==> config.mk <==
export PLATFORM = sky130hd
export DESIGN_NAME = fpu_xcpt_status
export DESIGN_NICKNAME = d
export VERILOG_FILES = /design/src/rtl/fxs_pkg.sv /design/src/rtl/fxs_detect.sv /design/src/rtl/fxs_regs.sv /design/src/rtl/fxs_trap.sv /design/src/rtl/fpu_xcpt_status.sv
export SDC_FILE = /design/constraint.sdc
export NUM_CORES = 1
export LEC_CHECK = 0
export BUFFER_PORTS_ARGS = -buffer_cell sky130_fd_sc_hd__buf_2
export CORE_MARGIN = 2
export CORE_UTILIZATION = 25
export DETAILED_ROUTE_END_ITERATION = 8
export GPL_TIMING_DRIVEN = 0
export PLACE_DENSITY = 0.48
export SYNTH_ARGS = -nofsm -noshare
export SYNTH_HDL_FRONTEND = slang
export SYNTH_SLANG_ARGS = --single-unit
==> constraint.sdc <==
create_clock -name clk -period 2.1 [get_ports clk]
set_input_delay 0.105 -clock clk [delete_from_list [all_inputs] [get_ports clk]]
set_output_delay 0.105 -clock clk [all_outputs]
set_load 0.02 [all_outputs]
==> src/rtl/fxs_pkg.sv <==
package fxs_pkg;
   localparam int unsigned XK_NUM = 5;

   typedef enum int unsigned {
      XK_INEXACT = 0,
      XK_UNDER   = 1,
      XK_OVER    = 2,
      XK_DIVZ    = 3,
      XK_INVALID = 4
   } xkind_e;

   typedef logic [XK_NUM-1:0] xvec_t;

   // kinds that only rounding-capable instructions may report
   localparam xvec_t ROUND_ONLY_MASK = xvec_t'(
      (1 << XK_INEXACT) | (1 << XK_UNDER) | (1 << XK_OVER));
endpackage

==> src/rtl/fxs_detect.sv <==
module fxs_detect
   import fxs_pkg::*;
#(
   parameter int unsigned KIND_W  = 5,
   parameter bit          QSIG_EN = 1'b1
) (
   input  logic              clk,
   input  logic              rst_n,
   input  logic [KIND_W-1:0] op_xcpt,
   input  logic              op_can_round,
   input  logic              op_qnan_in,
   input  logic              op_inf_in,
   input  logic              qsig_mode,
   input  logic              en_invalid,
   output logic [KIND_W-1:0] detected
);
   localparam int unsigned INV_BIT = XK_INVALID;

   logic [KIND_W-1:0] round_gate;
   logic [KIND_W-1:0] gated;
   logic              qsig_hit;

   assign round_gate = op_can_round ? '1 : ~KIND_W'(ROUND_ONLY_MASK);
   assign gated      = op_xcpt & round_gate;

   generate
      if (QSIG_EN) begin : g_qsig
         assign qsig_hit = qsig_mode & en_invalid & (op_qnan_in | op_inf_in);
      end else begin : g_noqsig
         logic unused_q;
         assign unused_q = qsig_mode ^ en_invalid ^ op_qnan_in ^ op_inf_in;
         assign qsig_hit = 1'b0;
      end
   endgenerate

   always_comb begin
      detected          = gated;
      detected[INV_BIT] = gated[INV_BIT] | qsig_hit;
   end


   round_mask_chk: assert property (@(posedge clk) disable iff (!rst_n)
      !op_can_round |-> ((detected & KIND_W'(ROUND_ONLY_MASK)) == '0));


   qsig_off_chk: assert property (@(posedge clk) disable iff (!rst_n)
      (!qsig_mode || !en_invalid) |-> (detected[INV_BIT] == op_xcpt[INV_BIT]));
endmodule

==> src/rtl/fxs_regs.sv <==
module fxs_regs
   import fxs_pkg::*;
#(
   parameter int unsigned KIND_W  = 5,
   parameter bit          QSIG_EN = 1'b1,
   localparam int unsigned REG_W  = 3*KIND_W + 1
) (
   input  logic              clk,
   input  logic              rst_n,
   input  logic              upd,
   input  logic [KIND_W-1:0] detected,
   input  logic              sw_wr_en,
   input  logic [REG_W-1:0]  sw_wr_data,
   output logic [KIND_W-1:0] cause,
   output logic [KIND_W-1:0] flag,
   output logic [KIND_W-1:0] enable,
   output logic              qsig_mode
);
   localparam int unsigned CAUSE_LO = 0;
   localparam int unsigned FLAG_LO  = KIND_W;
   localparam int unsigned EN_LO    = 2*KIND_W;
   localparam int unsigned MODE_BIT = 3*KIND_W;

   logic [KIND_W-1:0] wr_cause, wr_flag, wr_en;
   logic [KIND_W-1:0] flag_base, flag_or;

   assign wr_cause  = sw_wr_data[CAUSE_LO +: KIND_W];
   assign wr_flag   = sw_wr_data[FLAG_LO  +: KIND_W];
   assign wr_en     = sw_wr_data[EN_LO    +: KIND_W];
   assign flag_base = sw_wr_en ? wr_flag : flag;
   assign flag_or   = upd ? detected : '0;

   always_ff @(posedge clk) begin
      if (!rst_n) begin
         cause  <= '0;
         flag   <= '0;
         enable <= '0;
      end else begin
         if (sw_wr_en) begin
            cause  <= wr_cause;
            enable <= wr_en;
         end else if (upd) begin
            cause  <= detected;
         end
         flag <= flag_base | flag_or;
      end
   end

   generate
      if (QSIG_EN) begin : g_mode
         always_ff @(posedge clk) begin
            if (!rst_n)        qsig_mode <= 1'b0;
            else if (sw_wr_en) qsig_mode <= sw_wr_data[MODE_BIT];
         end
      end else begin : g_nomode
         logic unused_m;
         assign unused_m  = sw_wr_data[MODE_BIT];
         assign qsig_mode = 1'b0;
      end
   endgenerate


   flag_sticky_chk: assert property (@(posedge clk) disable iff (!rst_n)
      !sw_wr_en |=> ((flag & $past(flag)) == $past(flag)));


   cause_clear_chk: assert property (@(posedge clk) disable iff (!rst_n)
      (upd && !sw_wr_en && detected == '0) |=> (cause == '0));


   flag_catch_chk: assert property (@(posedge clk) disable iff (!rst_n)
      upd |=> ((flag & $past(detected)) == $past(detected)));
endmodule

==> src/rtl/fxs_trap.sv <==
module fxs_trap
   import fxs_pkg::*;
#(
   parameter int unsigned KIND_W = 5
) (
   input  logic              clk,
   input  logic              rst_n,
   input  logic              op_valid,
   input  logic [KIND_W-1:0] detected,
   input  logic [KIND_W-1:0] enable,
   input  logic              sw_wr_en,
   output logic              op_accept,
   output logic              trap_req,
   output logic              halt
);
   logic hit;

   assign op_accept = op_valid & ~halt;
   assign hit       = op_accept & (|(detected & enable));

   always_ff @(posedge clk) begin
      if (!rst_n) begin
         trap_req <= 1'b0;
         halt     <= 1'b0;
      end else begin
         trap_req <= hit;
         halt     <= hit | (halt & ~sw_wr_en);
      end
   end


   trap_pulse_chk: assert property (@(posedge clk) disable iff (!rst_n)
      trap_req |=> !trap_req);


   trap_cause_chk: assert property (@(posedge clk) disable iff (!rst_n)
      trap_req |-> $past(op_valid));


   halt_with_trap_chk: assert property (@(posedge clk) disable iff (!rst_n)
      $rose(trap_req) |-> halt);


   halt_hold_chk: assert property (@(posedge clk) disable iff (!rst_n)
      (halt && !sw_wr_en) |=> halt);
endmodule

==> src/rtl/fpu_xcpt_status.sv <==
module fpu_xcpt_status
   import fxs_pkg::*;
#(
   parameter int unsigned KIND_W  = 5,
   parameter bit          QSIG_EN = 1'b1,
   localparam int unsigned REG_W  = 3*KIND_W + 1
) (
   input  logic              clk,
   input  logic              rst_n,
   input  logic              op_valid,
   input  logic [KIND_W-1:0] op_xcpt,
   input  logic              op_can_round,
   input  logic              op_qnan_in,
   input  logic              op_inf_in,
   input  logic              sw_wr_en,
   input  logic [REG_W-1:0]  sw_wr_data,
   output logic [KIND_W-1:0] cause_o,
   output logic [KIND_W-1:0] flag_o,
   output logic [KIND_W-1:0] enable_o,
   output logic              qsig_mode_o,
   output logic              trap_req,
   output logic              fpu_halt
);
   generate
      if (KIND_W != XK_NUM) begin : g_bad_width
         $error("KIND_W must equal the number of exception kinds");
      end
   endgenerate

   logic [KIND_W-1:0] detected;
   logic              op_accept;

   fxs_detect #(.KIND_W(KIND_W), .QSIG_EN(QSIG_EN)) u_detect (
      .clk          (clk),
      .rst_n        (rst_n),
      .op_xcpt      (op_xcpt),
      .op_can_round (op_can_round),
      .op_qnan_in   (op_qnan_in),
      .op_inf_in    (op_inf_in),
      .qsig_mode    (qsig_mode_o),
      .en_invalid   (enable_o[XK_INVALID]),
      .detected     (detected)
   );

   fxs_trap #(.KIND_W(KIND_W)) u_trap (
      .clk       (clk),
      .rst_n     (rst_n),
      .op_valid  (op_valid),
      .detected  (detected),
      .enable    (enable_o),
      .sw_wr_en  (sw_wr_en),
      .op_accept (op_accept),
      .trap_req  (trap_req),
      .halt      (fpu_halt)
   );

   fxs_regs #(.KIND_W(KIND_W), .QSIG_EN(QSIG_EN)) u_regs (
      .clk        (clk),
      .rst_n      (rst_n),
      .upd        (op_accept),
      .detected   (detected),
      .sw_wr_en   (sw_wr_en),
      .sw_wr_data (sw_wr_data),
      .cause      (cause_o),
      .flag       (flag_o),
      .enable     (enable_o),
      .qsig_mode  (qsig_mode_o)
   );


   halted_freeze_chk: assert property (@(posedge clk) disable iff (!rst_n)
      (fpu_halt && !sw_wr_en) |=> ($stable(cause_o) && $stable(flag_o) && !trap_req));
endmodule

==> load_flow_metrics.sql <==
INSERT INTO impl_metrics (metric_group, metric, value, unit) VALUES
('run_status', 'outcome', 'completed', ''),
('synth', 'synth_xor_area_frac', '0', ''),
('synth', 'synth_compound_gate_area_share', '0.219', ''),
('power', 'p_leak', '0.538', 'nW'),
('worst_setup_path', 'timing.critical_path.cells', 'nand2b_4, or3_1, o211ai_2, a21oi_2', ''),
('synth', 'syn-mean-instance-area', '10.2', 'um^2'),
('worst_setup_path', 'crit_path_max_fanout', '6', ''),
('place', 'numPortBuffers', '44', ''),
('worst_setup_path', 'crit_type', 'reg -> reg', ''),
('cts', 'worst_setup_hold_path_clk_slew', '100', 'ps'),
('synth', 'synth.yosys.seq_area_share', '0.461', ''),
('cells_and_area', 'final_net_count', '154', ''),
('power', 'cellInternalPower', '0.000539', 'W'),
('cts', 'cts_repair_resize_count', '0', ''),
('cells_and_area', 'layout_cell_share_with_drive_strength_beyond_1', '0.496', ''),
('place', 'placement.cell_area', '1040', 'um^2'),
('power', 'power_frac_clock', '0.285', ''),
('sta', 'fmax', '0.876', 'GHz'),
('power', 'power', '0.000752', 'W'),
('cts', 'cts.sink_count', '18', ''),
('worst_setup_path', 'end_kind', 'register', ''),
('cells_and_area', 'layout_commonest_cell', 'sky130_fd_sc_hd__buf_2', ''),
('worst_setup_path', 'cp_data_arrival_time', '1340', 'ps'),
('sta', 'number_of_pins_exceeding_their_max_slew_limit_in_the_final_report', '0', ''),
('global_route', 'grt_start_max_net_pins', '11', ''),
('sta', 'fin_skew', '0.903', 'ps'),
('cells_and_area', 'antenna_cells', '0', ''),
('cells_and_area', 'area_growth_syn_to_layout', '38.1', '%'),
('sta', 'timing.max_slew.rel_slack', '0.700', ''),
('floorplanning', 'initial_core_util', '0.260', ''),
('route', 'routedWlPerCell', '12.7', 'um'),
('sta', 'final_worst_path_cycle_share', '0.544', ''),
('min_path', 'worst_hold_path_type', 'in -> reg', ''),
('synth', 'post_synth_instance_area', '782', 'um^2'),
('cells_and_area', 'layout.cells.most_common_list', 'sky130_fd_sc_hd__buf_2 (45), sky130_fd_sc_hd__dfxtp_1 (18), sky130_fd_sc_hd__mux2i_1 (11), sky130_fd_sc_hd__nor2_1 (9), sky130_fd_sc_hd__nand2_1 (7)', ''),
('route', 'drt_wl_total', '2.01', 'mm'),
('cts', 'clk_latency', '290', 'ps'),
('sta', 'finalSetupViolCount', '0', ''),
('worst_setup_path', 'worstSetupStartpointType', 'register', ''),
('synth', 'synthMuxAreaShare', '0.141', ''),
('place', 'dp_worst_setup_slack', '958', 'ps'),
('cells_and_area', 'count_of_fill_cells_added_during_filler_insertion', '328', ''),
('sta', 'timing.final.crit_period', '1140', 'ps'),
('route', 'remaining_drc_errors', '0', ''),
('floorplanning', 'core-area', '3000', 'um^2'),
('cells_and_area', 'final_area', '1080', 'um^2'),
('synth', 'synth.lib_cells_used.distinct', '25', ''),
('global_route', 'vias_in_the_first_global_route', '699', ''),
('sta', 'setup_ws', '959', 'ps'),
('cts', 'cts_hold_repair.buffers', '0', ''),
('cts', 'post_cts.repair.setup_buffers', '0', ''),
('power', 'comb_power_share', '0.210', ''),
('sta', 'hold_viol', '0', ''),
('cts', 'ctsLongestPathBuffers', '2', ''),
('synth', 'post_synth_and_or_nand_nor_area_fraction', '0.139', ''),
('global_route', 'grt_overflow_total', '0', ''),
('synth', 'synth_warnings', '0', ''),
('power', 'power_switching_share', '0.283', ''),
('synth', 'mappedNetlistNets', '105', ''),
('sta', 'max_slew.worst_pin.slew', '449', 'ps'),
('global_route', 'grtUsageTotal', '0.120', ''),
('run', 'max-cap-violations', '0', ''),
('cts', 'tritoncts', 'done', ''),
('power', 'sequentialPowerShare', '0.504', ''),
('worst_setup_path', 'required', '2290', 'ps'),
('cts', 'clockRootBuffer', 'sky130_fd_sc_hd__clkbuf_4', ''),
('place', 'gp_congestion', '0.694', ''),
('power', 'net-switching-power', '0.000213', 'W'),
('floorplanning', 'die_height', '59.9', 'um'),
('synth', 'postSynthCellCount', '77', ''),
('global_route', 'grt_antenna_before_repair', '0', '');
==> worst max-delay path, delay by kind of cell, from the launching register on <==
| kind | cells | cell delay [ps] |
|---|---|---|
| AOI/OAI and AO/OA | 2 | 140 |
| and+or+nand+nor | 2 | 540 |
| DFF | 1 | 350 |
==> power groups by stage <==
stage	clock, W	combinational, W	sequential (W)
after floorplan	0	0.0000672	0.000414
after global routing	0.000242	0.000173	0.000383
final	0.000215	0.000158	0.000379
after CTS	0.000225	0.000161	0.000380
after detailed placement	0	0.000160	0.000388
after global placement	0	0.000158	0.000387
==> kinds of logic (layout without fill, tap and decap cells) <==
group,after synthesis,count (layout)
simple gates,22,22
flops,18,18
compound gates,20,20
buf+inv,6,54
mux,11,11
==> Yosys cell counts (all sizes together) <==
cell,instances,share of area
dfxtp,18,0.46
mux2i,11,0.14
nor2,9,0.043
nand2,7,0.034
a21oi,6,0.043
a311oi,4,0.077
buf,4,0.030
nand3,3,0.026
o21ai,3,0.019
inv,2,0.0096
a22o,1,0.011
a31o,1,0.011
a31oi,1,0.0080
a32oi,1,0.011
and2b,1,0.011
nand2b,1,0.018
o211a,1,0.013
o211ai,1,0.016
o21a,1,0.0096
or3,1,0.0080
==> layout make-up <==
type,instances,area [um^2],share of cell area
inverter,2,7.51,0.00695
multi-input combinational,53,390,0.362
tap,33,41.3,0.0382
sequential,18,360,0.334
clock buffer,4,36.3,0.0336
timing repair buffer,44,220,0.204
buffer,4,23.8,0.0220
==> through the flow <==
| stage | util | std cells |
|---|---|---|
| after detailed placement | 0.348 | 154 |
| after floorplan | - | 77 |
| after global placement | 0.348 | 154 |
| after CTS | 0.360 | 158 |
| final | 0.360 | 158 |
| after global routing | 0.360 | 158 |
==> registers in the layout (all words and copies together), names as in the netlist <==
| register | flops |
|---|---|
| u_regs.flag | 5 |
| u_trap.trap_req | 1 |
| u_regs.qsig_mode | 1 |
| u_trap.halt | 1 |
| u_regs.enable | 5 |
| u_regs.cause | 5 |
==> per-layer routing <==
layer | part of all wire | vias to the layer above | track usage | wire (um)
li1 | - | 375 | - | -
met4 | 0.0050 | 0 | 0.0190 | 10
met2 | 0.48 | 26 | 0.202 | 962
met1 | 0.43 | 336 | 0.139 | 856
met3 | 0.089 | 2 | 0.0584 | 178
met5 | 0 | - | 0 | 0
==> worst paths after layout <==
path / end / slack [ps] / startpoint / cells after the start
worst max-delay path: u_regs.cause[4]$_SDFFE_PN0P_ / 960 / u_trap.halt$_SDFF_PN0_ / 4
worst min register to register: u_regs.cause[3]$_SDFFE_PN0P_ / 490 / u_regs.cause[3]$_SDFFE_PN0P_ / 2
worst min-delay path: u_regs.enable[2]$_SDFFE_PN0P_ / 40 / sw_wr_data[12] / 3
worst max register to register: u_regs.cause[4]$_SDFFE_PN0P_ / 960 / u_trap.halt$_SDFF_PN0_ / 4
(Power assumes the default switching activity.)
